[config.mk]
export PLATFORM = sky130hd
export DESIGN_NAME = argsel_top
export DESIGN_NICKNAME = d
export VERILOG_FILES = /design/src/rtl/argsel_pkg.sv /design/src/rtl/argsel_cell.sv /design/src/rtl/argsel_level.sv /design/src/rtl/argsel_top.sv
export SDC_FILE = /design/constraint.sdc
export NUM_CORES = 1
export LEC_CHECK = 0
export CELL_PAD_IN_SITES_DETAIL_PLACEMENT = 0
export CELL_PAD_IN_SITES_GLOBAL_PLACEMENT = 1
export CORE_UTILIZATION = 50
export CTS_BUF_LIST = sky130_fd_sc_hd__clkbuf_2 sky130_fd_sc_hd__clkbuf_4 sky130_fd_sc_hd__clkbuf_8
export CTS_CLUSTER_SIZE = 28
export DETAILED_ROUTE_END_ITERATION = 7
export PLACE_DENSITY = 0.88
export REMOVE_ABC_BUFFERS = 1
export SYNTH_ARGS = -nofsm -noshare
export SYNTH_HDL_FRONTEND = slang
export SYNTH_HIERARCHICAL = 1
export SYNTH_SLANG_ARGS = --single-unit
[constraint.sdc]
create_clock -name clk -period 8.09 [get_ports clk]
set_input_delay 1.618 -clock clk [delete_from_list [all_inputs] [get_ports clk]]
set_output_delay 1.618 -clock clk [all_outputs]
set_load 0.01 [all_outputs]
[src/rtl/argsel_pkg.sv]
// Package: shared sizing for the argmax/argmin selector.
// Assumes the operand count is a power of two, at least 2.
package argsel_pkg;
    parameter int unsigned ARG_N = 16;   // operands per set
    parameter int unsigned ARG_W = 8;    // bits per operand
endpackage

[src/rtl/argsel_cell.sv]
// Module: argsel_cell
// Combinational compare-select cell. It subtracts b from a. The borrow says
// a < b; XOR with the mode turns that into "take b". A zero difference
// forces "take a", so ties keep the lower position.
// Assumes operand a always carries the lower position of the pair.
module argsel_cell #(
    parameter int unsigned W  = 8,
    parameter int unsigned IW = 4
) (
    input  logic [W-1:0]  a_val,
    input  logic [IW-1:0] a_idx,
    input  logic [W-1:0]  b_val,
    input  logic [IW-1:0] b_idx,
    input  logic          want_min,
    output logic [W-1:0]  y_val,
    output logic [IW-1:0] y_idx
);
    logic [W:0] diff;
    logic       borrow;
    logic       same;
    logic       take_b;

    // Subtract and derive borrow / equality.
    always_comb begin
        diff   = {1'b0, a_val} - {1'b0, b_val};
        borrow = diff[W];
        same   = ~borrow & ~(|diff[W-1:0]);
    end

    // Mode-inverted decision, suppressed on a tie.
    always_comb begin
        take_b = (borrow ^ want_min) & ~same;
    end

    // Steer value and position together.
    always_comb begin
        y_val = take_b ? b_val : a_val;
        y_idx = take_b ? b_idx : a_idx;
    end
endmodule

[src/rtl/argsel_level.sv]
// Module: argsel_level
// One tree level: NI inputs feed NI/2 cells, and their results are
// registered. The valid flag and the mode bit are registered alongside.
// Only the valid flag is reset; data registers are not.
// Assumes NI is even and inputs are ordered by position.
module argsel_level #(
    parameter int unsigned NI = 16,
    parameter int unsigned W  = 8,
    parameter int unsigned IW = 4,
    localparam int unsigned NO = NI / 2
) (
    input  logic                   clk,
    input  logic                   rst_n,
    input  logic                   in_valid,
    input  logic                   in_min,
    input  logic [NI-1:0][W-1:0]   in_val,
    input  logic [NI-1:0][IW-1:0]  in_idx,
    output logic                   out_valid,
    output logic                   out_min,
    output logic [NO-1:0][W-1:0]   out_val,
    output logic [NO-1:0][IW-1:0]  out_idx
);
    logic [NO-1:0][W-1:0]  sel_val;
    logic [NO-1:0][IW-1:0] sel_idx;

    for (genvar j = 0; j < NO; j++) begin : g_cell
        argsel_cell #(.W(W), .IW(IW)) u_cell (
            .a_val    (in_val[2*j]),
            .a_idx    (in_idx[2*j]),
            .b_val    (in_val[2*j+1]),
            .b_idx    (in_idx[2*j+1]),
            .want_min (in_min),
            .y_val    (sel_val[j]),
            .y_idx    (sel_idx[j])
        );
    end

    // Valid flag register, cleared by reset.
    always_ff @(posedge clk) begin
        if (!rst_n) out_valid <= 1'b0;
        else        out_valid <= in_valid;
    end

    // Mode and winner registers, no reset needed.
    always_ff @(posedge clk) begin
        out_min <= in_min;
        out_val <= sel_val;
        out_idx <= sel_idx;
    end
endmodule

[src/rtl/argsel_top.sv]
// Module: argsel_top
// Balanced pipelined tree of argsel_level stages. It reports the largest
// (pick_min=0) or smallest (pick_min=1) operand and its position, with
// latency log2(N). All interior nodes sit in one packed node array.
// Level l writes its outputs at offset N - (N >> l).
// Assumes N is a power of two.
module argsel_top #(
    parameter int unsigned N = argsel_pkg::ARG_N,
    parameter int unsigned W = argsel_pkg::ARG_W,
    localparam int unsigned IW  = (N > 1) ? $clog2(N) : 1,
    localparam int unsigned LVL = $clog2(N)
) (
    input  logic           clk,
    input  logic           rst_n,
    input  logic           set_valid,
    input  logic           pick_min,
    input  logic [N*W-1:0] set_data,
    output logic           res_valid,
    output logic [W-1:0]   res_value,
    output logic [IW-1:0]  res_index
);
    logic [N-1:0][W-1:0]   lv0_val;
    logic [N-1:0][IW-1:0]  lv0_idx;
    logic [N-2:0][W-1:0]   node_val;
    logic [N-2:0][IW-1:0]  node_idx;
    logic [LVL-1:0]        stg_valid;
    logic [LVL-1:0]        stg_min;

    // Split the flat operand bus into positions.
    always_comb begin
        lv0_val = set_data;
    end

    for (genvar i = 0; i < N; i++) begin : g_base
        assign lv0_idx[i] = IW'(i);
    end

    for (genvar l = 0; l < LVL; l++) begin : g_lvl
        localparam int unsigned NI    = N >> l;
        localparam int unsigned NO    = NI / 2;
        localparam int unsigned O_OFF = N - (N >> l);
        if (l == 0) begin : g_first
            argsel_level #(.NI(NI), .W(W), .IW(IW)) u_level (
                .clk       (clk),
                .rst_n     (rst_n),
                .in_valid  (set_valid),
                .in_min    (pick_min),
                .in_val    (lv0_val),
                .in_idx    (lv0_idx),
                .out_valid (stg_valid[l]),
                .out_min   (stg_min[l]),
                .out_val   (node_val[O_OFF +: NO]),
                .out_idx   (node_idx[O_OFF +: NO])
            );
        end else begin : g_next
            localparam int unsigned I_OFF = N - (N >> (l - 1));
            argsel_level #(.NI(NI), .W(W), .IW(IW)) u_level (
                .clk       (clk),
                .rst_n     (rst_n),
                .in_valid  (stg_valid[l-1]),
                .in_min    (stg_min[l-1]),
                .in_val    (node_val[I_OFF +: NI]),
                .in_idx    (node_idx[I_OFF +: NI]),
                .out_valid (stg_valid[l]),
                .out_min   (stg_min[l]),
                .out_val   (node_val[O_OFF +: NO]),
                .out_idx   (node_idx[O_OFF +: NO])
            );
        end
    end

    // Drive the result ports from the tree root.
    always_comb begin
        res_valid = stg_valid[LVL-1];
        res_value = node_val[N-2];
        res_index = node_idx[N-2];
    end

    // The last mode flag has no consumer beyond the root.
    logic unused_mode;
    always_comb unused_mode = stg_min[LVL-1];
endmodule

==> impl_metrics.yaml <==
global_route:
  track_usage_pct: 23.5
  grt_max_degree: 165
  antenna_found_initial: 0
  overflow: 0
  grt_pass1_wl_um: 70000
  grt_pass1_vias: 14259
clock_network:
  tritoncts: "built"
  cts_resized: 0
  cts_setup_buffers: 0
  path_clk_slew_ns: 0.10
  numCtsBuffers: 17
  htreeDepth: 4
  clock_latency_ns: 0.47
  clock_path_buffers: 2
  cts_root_buf: "clkbuf_8"
  cts_sinks: 187
  hold_buffers: 0
detailed_routing:
  drtIter0Drc: 1012
  highest_layer: "met4"
  vias_per_cell: 5.80
  drtPass1Iterations: 6
  routed_wl_um: 42600
  final_antenna_net_count: 0
  drc: 0
  vias: 15884
  met2_length_um: 19800
  wl_per_cell_um: 15.5
  wl_met3_um: 1760
  met1_length_um: 20600
timing:
  slew_headroom_pct: 25.6
  skew_ns: 0.0193
  setup_ws_ns: 3.58
  min_period_over_period_pct: 55.8
  fmax_mhz: 222
  timing.setup.tns_ns: 0
  hold_viol: 0
  setup_viol: 0
  rsz0062_at_grt: "false"
  slew_viol_final: 0
  worstMarginPinSlew_ns: 1.12
  fin_crit_ns: 4.51
die:
  die_x_um: 188
  core_area_um2: 33700
  dieArea_um2: 35200
  initial_core_util_pct: 51.1
  die_height_um: 188
  io_pins: 145
  rows: 67
placed_design:
  hpwlAfterDp_um: 31700
  globalplace.congestion: 0.889
  io_buffers: 144
  pre_cts_slack_ns: 3.13
worst_setup_path:
  critPathLaunchType: "input port"
  critical_path_class: "in2reg"
  worstPathMaxFanout: 12
  critPathArrivalTime_ns: 4.86
  required_ns: 8.43
  cp-end-kind: "flop"
logic_synthesis:
  syn_area_um2: 17200
  syn_area_per_cell_um2: 8.25
  postSynthCellCount: 2090
  synth-warning-count: 6
pwr:
  ir_worst_vdd_v: 0.000200
  p_leak_uw: 0.00828
  power.density_nw_per_um2: 223
  power_uw: 4330
job:
  cap_violations: 0
hold_path:
  min_path_type: "reg2reg"
layout:
  drive_gt1_share_pct: 12.1
  fin_nets: 2546
  area_delta_synth_final_pct: 12.5
  n_antenna_cell: 0
outcome:
  outcome: "finished clean"
[per-layer routing]
layer / vias up / global-route usage, %
li1: 8100 / -
met1: 7379 / 32.7
met2: 375 / 39.4
met3: 30 / 2.51
met4: 0 / 4.35
met5: - / 0
[metrics by stage]
stage	hold WS, ns	cell area (um2)	std cells	util, %
CTS	0.450	19400	2740	57.5
global placement	0.417	19000	2708	56.4
floorplan	0.406	16900	2105	-
finish	0.443	19400	2740	57.5
detailed placement	0.418	19000	2708	56.4
global route	0.478	19400	2740	57.5
[cells in the final DEF, fill, tap and decap left out, drive strengths merged, types with 47 or more instances in the layout]
cell             n
a211oi          54
a21oi           81
a31oi           61
clkdlybuf4s50  143
conb           128
dfxtp          187
ha             120
inv            163
mux2            63
nand2          199
nand3           98
nor2b           67
nor3            89
o211ai          60
o21ai          119
or4             47
[critical path, cell delays in order]
cell and delay, ns:
clkdlybuf4s50_1 0.55, inv_1 0.08, ha_1 0.29, nor2b_1 0.13
o2111ai_1 0.26, or4b_1 0.52, a221oi_2 0.75, a211oi_1 0.17
or4_1 0.49
[registers in the layout, summed over array words and instances, names as in the netlist]
name / flops
g_lvl.g_next.u_level/out_idx: 28
g_lvl.g_first.u_level/out_idx: 32
g_lvl.g_next.u_level/out_valid: 3
g_lvl.g_first.u_level/out_valid: 1
g_lvl.g_first.u_level/out_val: 64
g_lvl.g_next.u_level/out_min: 2
g_lvl.g_first.u_level/out_min: 1
g_lvl.g_next.u_level/out_val: 56
[final timing paths]
check                                          startpoint  slack [ns]  cells after the start                                           end
max                                         set_data[121]        3.58                      9  g_lvl[0].g_first.u_level/out_idx[30]$_DFF_P_
min          g_lvl[1].g_next.u_level/out_valid$_SDFF_PN0_        0.44                      1  g_lvl[2].g_next.u_level/out_valid$_SDFF_PN0_
max reg2reg  g_lvl[0].g_first.u_level/out_val[16]$_DFF_P_        4.74                     10   g_lvl[1].g_next.u_level/out_val[10]$_DFF_P_
min reg2reg  g_lvl[1].g_next.u_level/out_valid$_SDFF_PN0_        0.44                      1  g_lvl[2].g_next.u_level/out_valid$_SDFF_PN0_
[area by class of cell]
type	count	area [um2]
flip-flops and latches	187	3740
inverters	157	589
multi-input cells	1761	12600
repair buffers	155	1540
clock inverters	12	129
well taps	448	561
fillers	3108	14300
clock buffers	20	269
[power breakdown]
part	internal (uW)	total (uW)	switching, uW
Sequential	1160	1350	189
Combinational	1020	2350	1330
Clock	273	628	354
(Power assumes the default switching activity.)
